$ cat config.mk
export PLATFORM = sky130hd
export DESIGN_NAME = chgport_top
export DESIGN_NICKNAME = d
export VERILOG_FILES = /design/src/rtl/chgport_pkg.sv /design/src/rtl/chgport_sync.sv /design/src/rtl/chgport_boot.sv /design/src/rtl/chgport_filter.sv /design/src/rtl/chgport_top.sv
export SDC_FILE = /design/constraint.sdc
export NUM_CORES = 1
export LEC_CHECK = 0
export CAP_MARGIN = 20
export CELL_PAD_IN_SITES_DETAIL_PLACEMENT = 0
export CELL_PAD_IN_SITES_GLOBAL_PLACEMENT = 1
export CORE_ASPECT_RATIO = 1.75
export CORE_MARGIN = 2
export CORE_UTILIZATION = 35
export DETAILED_ROUTE_END_ITERATION = 8
export GPL_TIMING_DRIVEN = 1
export PLACE_DENSITY_LB_ADDON = 0.1
export SLEW_MARGIN = 10
export SYNTH_ARGS = -nofsm -noshare
export SYNTH_HDL_FRONTEND = slang
export SYNTH_SLANG_ARGS = --single-unit
$ cat constraint.sdc
create_clock -name clk -period 4.1 [get_ports clk]
set_clock_uncertainty 0.2 [all_clocks]
set_input_delay 0.41 -clock clk [delete_from_list [all_inputs] [get_ports clk]]
set_output_delay 0.41 -clock clk [all_outputs]
set_load 0.01 [all_outputs]
$ cat src/rtl/chgport_pkg.sv
package chgport_pkg;
    localparam int PORT_W = 8;
    localparam int MON_W  = 4;

    typedef enum logic [1:0] {
        F_LOAD,
        F_STABLE,
        F_PEND
    } filt_state_t;

    typedef enum logic {
        B_FILL,
        B_RUN
    } boot_state_t;

    localparam logic SEL_INPUT  = 1'b0;
    localparam logic SEL_STATUS = 1'b1;
endpackage

$ cat src/rtl/chgport_sync.sv
module chgport_sync #(
    parameter int W      = 8,
    parameter int STAGES = 2
) (
    input  logic         clk,
    input  logic         rst,
    input  logic [W-1:0] d,
    output logic [W-1:0] q
);
    logic [W-1:0] chain [STAGES];

    for (genvar s = 0; s < STAGES; s++) begin : g_stage
        if (s == 0) begin : g_first
            always_ff @(posedge clk) begin
                if (rst) chain[s] <= '0;
                else     chain[s] <= d;
            end
        end else begin : g_next
            always_ff @(posedge clk) begin
                if (rst) chain[s] <= '0;
                else     chain[s] <= chain[s-1];
            end
        end
    end

    assign q = chain[STAGES-1];
endmodule

$ cat src/rtl/chgport_boot.sv
module chgport_boot
    import chgport_pkg::*;
#(
    parameter int FILL = 2
) (
    input  logic clk,
    input  logic rst,
    output logic go
);
    localparam int CW = (FILL < 2) ? 1 : $clog2(FILL);

    boot_state_t   state_q, state_d;
    logic [CW-1:0] cnt_q;
    logic          last;

    assign last = (cnt_q == CW'(FILL - 1));

    always_comb begin
        state_d = state_q;
        unique case (state_q)
            B_FILL:  if (last) state_d = B_RUN;
            B_RUN:   state_d = B_RUN;
            default: state_d = B_FILL;
        endcase
    end

    always_ff @(posedge clk) begin
        if (rst) state_q <= B_FILL;
        else     state_q <= state_d;
    end

    always_ff @(posedge clk) begin
        if (rst)                               cnt_q <= '0;
        else if (state_q == B_FILL && !last)   cnt_q <= cnt_q + 1'b1;
    end

    assign go = (state_q == B_RUN);


    go_sticky_chk: assert property (@(posedge clk) disable iff (rst)
        go |=> go);
endmodule

$ cat src/rtl/chgport_filter.sv
module chgport_filter
    import chgport_pkg::*;
#(
    parameter int QUAL_CYC = 2500
) (
    input  logic clk,
    input  logic rst,
    input  logic go,
    input  logic sync_in,
    output logic lvl_o,
    output logic chg_o
);
    localparam int CW = $clog2(QUAL_CYC + 1);
    localparam logic [CW-1:0] CNT_MAX = CW'(QUAL_CYC);

    filt_state_t   state_q, state_d;
    logic [CW-1:0] cnt_q;
    logic          lvl_q;
    logic          differs;
    logic          done;

    assign differs = (sync_in != lvl_q);
    assign done    = (cnt_q == CNT_MAX);

    always_comb begin
        state_d = state_q;
        unique case (state_q)
            F_LOAD:   if (go) state_d = F_STABLE;
            F_STABLE: if (differs) state_d = F_PEND;
            F_PEND:   if (!differs || done) state_d = F_STABLE;
            default:  state_d = F_LOAD;
        endcase
    end

    always_ff @(posedge clk) begin
        if (rst) state_q <= F_LOAD;
        else     state_q <= state_d;
    end

    always_ff @(posedge clk) begin
        if (rst) begin
            cnt_q <= '0;
            lvl_q <= 1'b0;
        end else begin
            unique case (state_q)
                F_LOAD: begin
                    cnt_q <= '0;
                    if (go) lvl_q <= sync_in;
                end
                F_STABLE: begin
                    cnt_q <= differs ? CW'(1) : '0;
                end
                F_PEND: begin
                    if (!differs) begin
                        cnt_q <= '0;
                    end else if (done) begin
                        cnt_q <= '0;
                        lvl_q <= sync_in;
                    end else begin
                        cnt_q <= cnt_q + 1'b1;
                    end
                end
                default: cnt_q <= '0;
            endcase
        end
    end

    assign lvl_o = lvl_q;
    assign chg_o = (state_q == F_PEND) && differs && done;


    lvl_needs_full_count_chk: assert property (@(posedge clk) disable iff (rst)
        (!$stable(lvl_q) && $past(state_q) != F_LOAD) |-> $past(cnt_q) == CNT_MAX);


    glitch_resets_count_chk: assert property (@(posedge clk) disable iff (rst)
        ($past(state_q) == F_PEND && $past(sync_in) == $past(lvl_q))
            |-> (cnt_q == '0 && $stable(lvl_q)));


    chg_moves_level_chk: assert property (@(posedge clk) disable iff (rst)
        chg_o |=> (lvl_q != $past(lvl_q)));
endmodule

$ cat src/rtl/chgport_top.sv
module chgport_top
    import chgport_pkg::*;
#(
    parameter int CLK_HZ      = 50_000_000,
    parameter int QUAL_US     = 50,
    parameter int SYNC_STAGES = 2,
    parameter logic [7:0] IN_MASK = 8'h4F
) (
    input  logic       clk,
    input  logic       rst,
    input  logic [7:0] in_raw,
    input  logic       rd_en,
    input  logic       rd_sel,
    output logic [7:0] rd_data,
    output logic       any_flag
);
    localparam int QUAL_CYC = (CLK_HZ / 1_000_000) * QUAL_US;

    logic [PORT_W-1:0] sync_v;
    logic              go;
    logic [MON_W-1:0]  lvl_v;
    logic [MON_W-1:0]  evt_v;
    logic [MON_W-1:0]  flags_q;
    logic [PORT_W-1:0] rd_q;
    logic [PORT_W-1:0] in_view;
    logic [PORT_W-1:0] stat_view;
    logic              rd_clr;

    chgport_sync #(.W(PORT_W), .STAGES(SYNC_STAGES)) u_sync (
        .clk (clk),
        .rst (rst),
        .d   (in_raw),
        .q   (sync_v)
    );

    chgport_boot #(.FILL(SYNC_STAGES)) u_boot (
        .clk (clk),
        .rst (rst),
        .go  (go)
    );

    for (genvar i = 0; i < MON_W; i++) begin : g_mon
        chgport_filter #(.QUAL_CYC(QUAL_CYC)) u_filt (
            .clk     (clk),
            .rst     (rst),
            .go      (go),
            .sync_in (sync_v[i]),
            .lvl_o   (lvl_v[i]),
            .chg_o   (evt_v[i])
        );
    end

    assign in_view   = sync_v & IN_MASK;
    assign stat_view = {flags_q, sync_v[MON_W-1:0]};
    assign rd_clr    = rd_en && (rd_sel == SEL_STATUS);

    always_ff @(posedge clk) begin
        if (rst)         flags_q <= '0;
        else if (rd_clr) flags_q <= evt_v;
        else             flags_q <= flags_q | evt_v;
    end

    always_ff @(posedge clk) begin
        if (rst)        rd_q <= '0;
        else if (rd_en) rd_q <= (rd_sel == SEL_STATUS) ? stat_view : in_view;
    end

    assign rd_data  = rd_q;
    assign any_flag = |flags_q;


    evt_not_lost_chk: assert property (@(posedge clk) disable iff (rst)
        |evt_v |=> ((flags_q & $past(evt_v)) == $past(evt_v)));


    read_clears_chk: assert property (@(posedge clk) disable iff (rst)
        rd_clr |=> ((flags_q & ~$past(evt_v)) == '0));


    flag_rise_cause_chk: assert property (@(posedge clk) disable iff (rst)
        ((flags_q & ~$past(flags_q)) != '0) |-> ((flags_q & ~$past(flags_q) & ~$past(evt_v)) == '0));


    in_read_keeps_chk: assert property (@(posedge clk) disable iff (rst)
        (rd_en && rd_sel == SEL_INPUT) |=> ((flags_q & $past(flags_q)) == $past(flags_q)));


    in_view_unused_zero_chk: assert property (@(posedge clk) disable iff (rst)
        (rd_en && rd_sel == SEL_INPUT) |=> (rd_data & ~IN_MASK) == '0);
endmodule

==> impl_metrics.py, run 1 <==
metrics = {
    "grt": {
        "grt_pass1_wl_mm": 13.7,
        "gr-usage-met1": 0.165,
        "antenna_found_initial": 0,
        "gr-usage-all-layers": 0.141,
        "grt_busiest_layer": "met2",
        "grt_pass1_vias": 2918,
        "use_met3": 0.0281,
        "gr-usage-met2": 0.248,
        "grt_overflow_total": 0,
        "grt_max_degree": 39,
    },
    "pwr": {
        "p_per_area_mw_per_mm2": 409,
        "worst_ir_drop_vdd_v": 0.000195,
        "p_leak_uw": 0.00151,
    },
    "sta": {
        "period_share": 0.561,
        "rsz0062_at_grt": "no",
        "setup_tns_ps": 0,
        "finalWorstSetupSlack_ps": 1800,
        "setup_viol": 0,
        "slew_headroom": 0.559,
        "fmax_mhz": 435,
        "min_period_ps": 2300,
        "tightest_slew_ps": 660,
        "timing_hold_violations_final": 0,
        "holdWs_ps": 239,
        "slew_viol_final": 0,
    },
    "floorplan": {
        "die_y_um": 144,
        "start_util": 0.355,
        "rows": 51,
        "die_w_um": 83.8,
        "die_area_mm2": 0.0120,
        "core_area_mm2": 0.0110,
        "ios": 21,
    },
    "worst_setup_path": {
        "cp_slowest_cell": "or3_1",
        "cp_num_buf_inv": 1,
        "end_kind": "flip-flop",
        "critPathArrivalTime_ps": 2350,
        "critPathTopFamily": "simple AND/OR/NAND/NOR gates",
        "cp_slowest_stage_delay_ps": 470,
        "path_cells": "inv_1 > ha_1 > or3b_2 > or3_1 > a211o_1 > a221oi_2",
        "start_kind": "flip-flop",
        "worstPathMaxFanout": 6,
        "critPathRequiredTime_ps": 4150,
        "worstSetupPathType": "reg -> reg",
    },
    "synthesis": {
        "synth_cell_types": 44,
        "synth_common_cells": "84 x dfxtp_1, 59 x nor2_1, 30 x inv_1",
        "async_flop_share": 0,
        "syn_area_per_cell_um2": 8.92,
        "synth.ff_latch_count": 84,
        "synth_most_common_cell": "dfxtp_1",
        "synth_area_leaders": "dfxtp_1 43%, ha_1 7.1%, xnor2_1 6.3%",
        "synth-seq-area-share": 0.432,
        "yosysWarnings": 0,
        "synth_top_area_frac": 0.432,
        "yosys.area.top_type": "dfxtp_1",
        "syn_nets": 471,
        "synthFlopType": "dfxtp_1",
        "netlist_instances": 437,
        "synth_enable_flop_cells": 0,
        "syn_area_mm2": 0.00390,
    },
    "drt": {
        "firstDrtPassIters": 4,
        "vias": 2911,
        "drt_wl_total_mm": 7.74,
        "drtIter0Drc": 109,
        "drcViolationCount": 0,
        "via_per_inst": 4.93,
        "ant_nets": 0,
        "wire_per_inst_um": 13.1,
    },
    "layout": {
        "drive_above_1_share": 0.0414,
        "n_antenna_cell": 0,
        "utilization": 0.410,
        "final_cells": 591,
        "fin_nets": 488,
        "area_growth_pct": 15.4,
    },
    "placement": {
        "place.port_buffers": 17,
        "place_ws_ps": 1590,
        "gp_congestion": 0.772,
        "place_inst": 575,
        "dp_hpwl_mm": 5.49,
    },
    "clock_tree": {
        "cts_hold_buf": 0,
        "clock_tree.htree_level_count": 3,
        "cts_resized": 0,
        "cts_buffers": 9,
        "post_cts_buffers": 0,
        "clock_latency_ps": 340,
        "clk_pin_slew_ps": 60,
        "cts-root-buf": "clkbuf_16",
        "cts_tree": "yes",
        "clock-sinks": 84,
        "clockBufferDepth": 2,
    },
    "run": {
        "maxCapViolations": 0,
    },
    "outcome": {
        "status": "complete, no violations",
    },
    "worst_hold_path": {
        "hold_path_class": "reg -> reg",
    },
}
[layout by cell type (no fill, tap or decap), drive strengths merged, types with 2 or more instances in the layout]
| cell | instances |
|---|---|
| nor4 | 4 |
| nor2b | 15 |
| and3 | 5 |
| nand4 | 15 |
| a311oi | 2 |
| clkbuf | 12 |
| or3b | 3 |
| mux2i | 13 |
| nand2b | 5 |
| or3 | 4 |
| nor2 | 59 |
| and4 | 2 |
| nand4bb | 2 |
| and2 | 3 |
| o21ai | 7 |
| inv | 30 |
| nand4b | 2 |
| a32o | 2 |
| ha | 22 |
| a21oi | 13 |
| a211o | 2 |
| clkdlybuf4s50 | 17 |
| nor3 | 14 |
| xnor2 | 28 |
| nand2 | 28 |
| xor2 | 17 |
| a211oi | 5 |
| a311o | 2 |
| a2bb2oi | 3 |
| clkinv | 2 |
| dfxtp | 84 |
| a22oi | 2 |
| nand3 | 22 |
[kinds of logic after synthesis]
family,share of synthesized area
adders and majority gates,0.0706
AOI/OAI and AO/OA,0.0796
muxes,0.0334
DFF,0.432
buffers and inverters,0.0408
xor gates and xnor gates,0.101
and+or+nand+nor,0.243
[routing by layer]
metal / share of wire / up-vias
met1: 0.45 / 1346
met4: 0.022 / 0
met3: 0.021 / 13
li1: - / 1523
met2: 0.51 / 29
met5: 0 / -
[power by group]
| group | leakage, uW | switching (uW) | internal (uW) | total [uW] |
|---|---|---|---|---|
| sequential | 0.000681 | 15.8 | 838 | 853 |
| clock | 0.000149 | 320 | 503 | 823 |
| combinational | 0.000683 | 87.6 | 73.2 | 161 |
| total | 0.00151 | 423 | 1410 | 1840 |
[stage by stage]
stage | cell area (um2) | total power, uW
2_1_floorplan | 3900 | 991
3_3_place_gp | 4190 | 1030
3_5_place_dp | 4190 | 1030
4_1_cts | 4500 | 1870
5_1_grt | 4500 | 1930
6_report | 4500 | 1840
[registers in the layout, indices dropped and copies added (netlist names)]
signal and cells:
g_mon.u_filt.state_q 8, u_sync.chain 10, g_mon.u_filt.cnt_q 48, flags_q 4
u_boot.cnt_q 1, rd_data 8, u_boot.go 1, g_mon.u_filt.lvl_o 4
[area by class of cell]
cell class | instances | area (um2)
tap | 132 | 165
sequential | 84 | 1680
inverter | 30 | 113
multi-input combinational | 311 | 2060
timing repair buffer | 18 | 178
clock inverter | 4 | 47.5
clock buffer | 12 | 256
fill | 1111 | 6480
[path summary, 6_finish.rpt]
kind	cells past startpoint	start	end	slack, ps
max	6	g_mon[0].u_filt.cnt_q[0]	g_mon[0].u_filt.state_q[1]	1800
min	1	u_sync.chain[0][3]	u_sync.chain[1][3]	240
max reg2reg	6	g_mon[0].u_filt.cnt_q[0]	g_mon[0].u_filt.state_q[1]	1800
min reg2reg	1	u_sync.chain[0][3]	u_sync.chain[1][3]	240
Note: power is estimated with default switching activity, not from simulation.
==> run 2, diff against run 1 <==
- clock period: 4.1 -> 2.3 ns (I/O delays scaled with it)
==> run 2 against run 1 <==
Net effect: final cell count up 1.2%; highest routed layer unchanged; total power up 71%; combinational power up 83%; critical path depth unchanged; register-to-register slack worse by 1700 ps; final area up 0.97%; hold slack worse by 1.9 ps; setup slack worse by 1700 ps; largest cell class unchanged; core utilization up 0.40 points; sequential share of layout area down 0.36 points; global-route usage down 0.34 points.
==> impl_metrics.py, run 2 (synthesis results as in run 1) <==
metrics = {
    "outcome": {
        "status": "complete, no violations",
    },
    "grt": {
        "grt_overflow_total": 0,
        "antenna_found_initial": 0,
        "grt_pass1_wl_mm": 13.3,
        "grt_max_degree": 39,
        "grt_pass1_vias": 2913,
        "gr-usage-all-layers": 0.138,
    },
    "drt": {
        "firstDrtPassIters": 4,
        "vias": 2965,
        "via_per_inst": 4.96,
        "ant_nets": 0,
        "wire_per_inst_um": 12.9,
        "drcViolationCount": 0,
        "drtIter0Drc": 82,
        "drt_wl_total_mm": 7.73,
    },
    "sta": {
        "fmax_mhz": 456,
        "setup_viol": 0,
        "min_period_ps": 2190,
        "finalWorstSetupSlack_ps": 106,
        "setup_tns_ps": 0,
        "slew_viol_final": 0,
        "tightest_slew_ps": 481,
        "slew_headroom": 0.675,
        "rsz0062_at_grt": "no",
        "timing_hold_violations_final": 0,
        "period_share": 0.954,
    },
    "pwr": {
        "p_per_area_mw_per_mm2": 692,
        "p_leak_uw": 0.00154,
        "p_total_uw": 3140,
        "worst_ir_drop_vdd_v": 0.000381,
    },
    "run": {
        "maxCapViolations": 0,
    },
    "worst_setup_path": {
        "worstSetupPathType": "reg -> reg",
        "start_kind": "flip-flop",
        "cp_slowest_cell": "or3b_2",
        "cp_num_buf_inv": 1,
        "critPathTopFamily": "simple AND/OR/NAND/NOR gates",
        "reg2reg_to": "g_mon[0].u_filt.state_q[1]",
        "crit_end": "g_mon[0].u_filt.state_q[1]",
        "rr_worst_depth": 6,
        "critPathLaunch": "g_mon[0].u_filt.cnt_q[0]",
        "worstPathMaxFanout": 6,
        "crit_cells": 6,
        "cp_slowest_stage_delay_ps": 460,
        "critPathArrivalTime_ps": 2240,
        "path_cells": "inv_1 > ha_1 > or3b_2 > or3_4 > a211o_1 > a221oi_2",
        "critPathRequiredTime_ps": 2350,
        "reg2reg_from": "g_mon[0].u_filt.cnt_q[0]",
        "rrSetupSlack_ps": 110,
        "end_kind": "flip-flop",
    },
    "clock_tree": {
        "cts_buffers": 9,
        "cts_tree": "yes",
        "clk_pin_slew_ps": 60,
        "cts_resized": 0,
        "clock-sinks": 84,
        "clock_tree.htree_level_count": 3,
        "cts_hold_buf": 0,
        "clockBufferDepth": 2,
        "post_cts_buffers": 0,
        "cts-root-buf": "clkbuf_16",
        "clock_latency_ps": 330,
    },
    "layout": {
        "drive_above_1_share": 0.0558,
        "n_antenna_cell": 0,
        "largest-register": "g_mon.u_filt.cnt_q",
        "final_common_cell": "dfxtp_1",
        "fill_cells": 1137,
        "fin_nets": 496,
        "largest_register_ffs": 48,
        "ff_latch_area_mm2": 0.00168,
        "final_cell_mix": "84 x dfxtp_1, 59 x nor2_1, 30 x inv_1",
        "area_growth_pct": 16.5,
        "multi_input_area_mm2": 0.00206,
        "top_regs": "g_mon.u_filt.cnt_q: 48 flops, u_sync.chain: 10 flops",
    },
    "worst_hold_path": {
        "hold_path_class": "reg -> reg",
    },
    "floorplan": {
        "die_area_mm2": 0.0120,
        "ios": 21,
        "die_y_um": 144,
        "start_util": 0.355,
        "rows": 51,
        "core_area_mm2": 0.0110,
        "die_w_um": 83.8,
    },
    "placement": {
        "gp_congestion": 0.763,
        "dp_hpwl_mm": 5.64,
        "place.port_buffers": 17,
        "place_ws_ps": 48.8,
    },
}
-- run 2: worst min path at each step --
stage / startpoint / endpoint / slack, ps / cells past startpoint
final: u_sync.chain[0][3] / u_sync.chain[1][3] / 240 / 1
after global routing: in_raw[2] / u_sync.chain[0][2] / 250 / 2
after CTS: in_raw[2] / u_sync.chain[0][2] / 230 / 2
after detailed placement: u_sync.chain[0][2] / u_sync.chain[1][2] / 220 / 1
after global placement: u_sync.chain[0][3] / u_sync.chain[1][3] / 220 / 1
after floorplan: in_raw[0] / u_sync.chain[0][0] / 160 / 1
-- run 2: final cells by class --
class / count / share of cell area
clock inverter: 2 / 0.00220
sequential: 84 / 0.370
tap: 132 / 0.0364
timing repair buffer: 26 / 0.0551
multi-input combinational: 311 / 0.454
inverter: 30 / 0.0248
clock buffer: 13 / 0.0573
-- run 2: metrics by stage --
step / hold slack, ps / std cells / utilization / cell area (um2)
6_report: 237 / 598 / 0.414 / 4540
5_1_grt: 252 / 598 / 0.414 / 4540
4_1_cts: 232 / 598 / 0.413 / 4540
3_5_place_dp: 223 / 583 / 0.389 / 4270
3_3_place_gp: 219 / 583 / 0.389 / 4270
2_1_floorplan: 158 / 437 / - / 3900
-- run 2: worst register-to-register path: cells and delay by family, from the launching register on --
kind,cells,cell delay [ps]
and+or+nand+nor,2,880
adders and majority gates,1,140
buffers and inverters,1,80
DFF,1,310
AOI/OAI and AO/OA,2,520
-- run 2: metal layers --
layer | routed length (um) | share of wire | up-vias | GRT usage
met5 | 0 | 0 | - | 0
met1 | 3470 | 0.45 | 1389 | 0.151
li1 | - | - | 1540 | -
met2 | 3890 | 0.50 | 25 | 0.247
met3 | 190 | 0.025 | 11 | 0.0281
met4 | 182 | 0.024 | 0 | 0.0747
-- run 2: power breakdown --
group,internal [uW],switching (uW),total [uW],leakage (uW)
combinational,135,159,294,0.000726
clock,781,544,1320,0.000135
sequential,1490,28.1,1520,0.000681
==> run 3, diff against run 2 <==
- CORE_ASPECT_RATIO: 1.75 -> unset
==> run 3 against run 2 <==
Net effect: sequential power is essentially flat; hold slack worse by 28 ps; final area up 0.52%; total power is 1.6% higher; sequential share of layout area down 0.19 points.
==> impl_metrics.py, run 3 (synthesis results as in run 1) <==
metrics = {
    "outcome": {
        "status": "complete, no violations",
    },
    "drt": {
        "drt_wl_total_mm": 7.59,
        "drtIter0Drc": 129,
        "via_per_inst": 4.80,
        "firstDrtPassIters": 4,
        "ant_nets": 0,
        "drcViolationCount": 0,
        "wire_per_inst_um": 12.5,
        "vias": 2924,
    },
    "worst_setup_path": {
        "start_kind": "flip-flop",
        "critPathTopFamily": "simple AND/OR/NAND/NOR gates",
        "worstPathMaxFanout": 3,
        "cp_slowest_cell": "or4_1",
        "cp_num_buf_inv": 1,
        "path_cells": "or4_1 > clkdlybuf4s50_1",
        "end_kind": "output pin",
        "cp_slowest_stage_delay_ps": 550,
        "critPathArrivalTime_ps": 1760,
        "worstSetupPathType": "reg -> out",
        "critPathRequiredTime_ps": 1870,
    },
    "placement": {
        "gp_congestion": 0.759,
        "place.port_buffers": 17,
        "dp_hpwl_mm": 5.28,
    },
    "grt": {
        "antenna_found_initial": 0,
        "grt_pass1_wl_mm": 12.7,
        "grt_overflow_total": 0,
        "grt_pass1_vias": 2670,
        "gr-usage-all-layers": 0.137,
        "grt_max_degree": 27,
    },
    "layout": {
        "final_cell_mix": "84 x dfxtp_1, 59 x nor2_1, 30 x inv_1",
        "top_regs": "g_mon.u_filt.cnt_q: 48 flops, u_sync.chain: 10 flops",
        "area_growth_pct": 17.1,
        "drive_above_1_share": 0.0661,
        "final_common_cell": "dfxtp_1",
        "fin_nets": 498,
        "n_antenna_cell": 0,
        "largest-register": "g_mon.u_filt.cnt_q",
        "largest_register_ffs": 48,
    },
    "floorplan": {
        "core_area_mm2": 0.0108,
        "die_y_um": 110,
        "start_util": 0.359,
        "die_w_um": 110,
        "ios": 21,
        "die_area_mm2": 0.0120,
        "rows": 38,
    },
    "sta": {
        "tightest_slew_ps": 396,
        "timing_hold_violations_final": 0,
        "setup_viol": 0,
        "fmax_mhz": 456,
        "slew_headroom": 0.729,
        "slew_viol_final": 0,
        "min_period_ps": 2190,
        "setup_tns_ps": 0,
        "rsz0062_at_grt": "no",
        "period_share": 0.952,
    },
    "pwr": {
        "p_leak_uw": 0.00155,
        "p_seq_frac": 0.475,
        "internal-power_uw": 2470,
        "switching_power_uw": 724,
        "clockPowerShare": 0.432,
        "p_per_area_mw_per_mm2": 699,
        "p_total_uw": 3190,
        "worst_ir_drop_vdd_v": 0.000297,
        "swShare": 0.227,
        "pwr-share-comb": 0.092,
    },
    "clock_tree": {
        "clock-sinks": 84,
        "clockBufferDepth": 2,
        "cts_tree": "yes",
        "clock_latency_ps": 370,
        "clock_tree.htree_level_count": 3,
        "clk_pin_slew_ps": 80,
        "cts_hold_buf": 0,
        "cts-root-buf": "clkbuf_8",
        "cts_buffers": 9,
    },
    "run": {
        "maxCapViolations": 0,
    },
    "worst_hold_path": {
        "hold_path_class": "in -> reg",
    },
}
## run 3: changes by cell type in the layout (fill, tap and decap cells not counted)
cell / previous run / this run
clkinv_2: 2 / 0
clkbuf_16: 9 / 0
buf_4: 8 / 10
bufinv_16: 0 / 3
clkbuf_8: 2 / 13
clkbuf_1: 2 / 0
## run 3: layer usage
| metal | track usage | share of wire | vias up | routed length, um |
|---|---|---|---|---|
| met5 | 0 | 0 | - | 0 |
| met4 | 0.0759 | 0.022 | 0 | 164 |
| met3 | 0.0308 | 0.029 | 11 | 224 |
| met2 | 0.183 | 0.39 | 38 | 2990 |
| met1 | 0.201 | 0.56 | 1328 | 4220 |
| li1 | - | - | 1547 | - |
## run 3: power by group through the flow
stage	combinational [uW]	clock, uW	sequential, uW
6_report	294	1380	1520
5_1_grt	334	1490	1520
4_1_cts	294	1440	1520
3_5_place_dp	293	0	1550
3_3_place_gp	292	0	1550
2_1_floorplan	221	0	1550
## run 3: final cells by class
class / count / area (um2)
multi-input combinational: 311 / 2060
timing repair buffer: 28 / 265
inverter: 30 / 113
tap: 140 / 175
clock inverter: 3 / 90.1
clock buffer: 13 / 179
sequential: 84 / 1680
fill: 1073 / 6280
## run 3: worst paths after layout
check                           startpoint                    endpoint  slack [ps]  cells past startpoint
setup / recovery                flags_q[2]                    any_flag         110                      2
hold reg to reg         u_sync.chain[0][3]          u_sync.chain[1][3]         240                      1
hold / removal                   in_raw[1]          u_sync.chain[0][1]         210                      2
setup reg to reg  g_mon[0].u_filt.cnt_q[1]  g_mon[0].u_filt.state_q[1]         140                      6
## run 3: timing repair
item / in CTS / in global routing
endpoints found under the setup margin: 0 / 4
gates resized for setup: 0 / 1
setup buffers: 0 / 2
## run 3: metrics by stage
stage	cell area (um2)	hold slack (ps)	util	setup slack [ps]	std cells
after detailed placement	4280	228	0.394	107	591
after CTS	4540	185	0.419	78.2	607
after floorplan	3900	158	-	113	437
final	4560	209	0.421	109	609
after global placement	4280	218	0.394	119	591
after global routing	4560	199	0.421	40.7	609
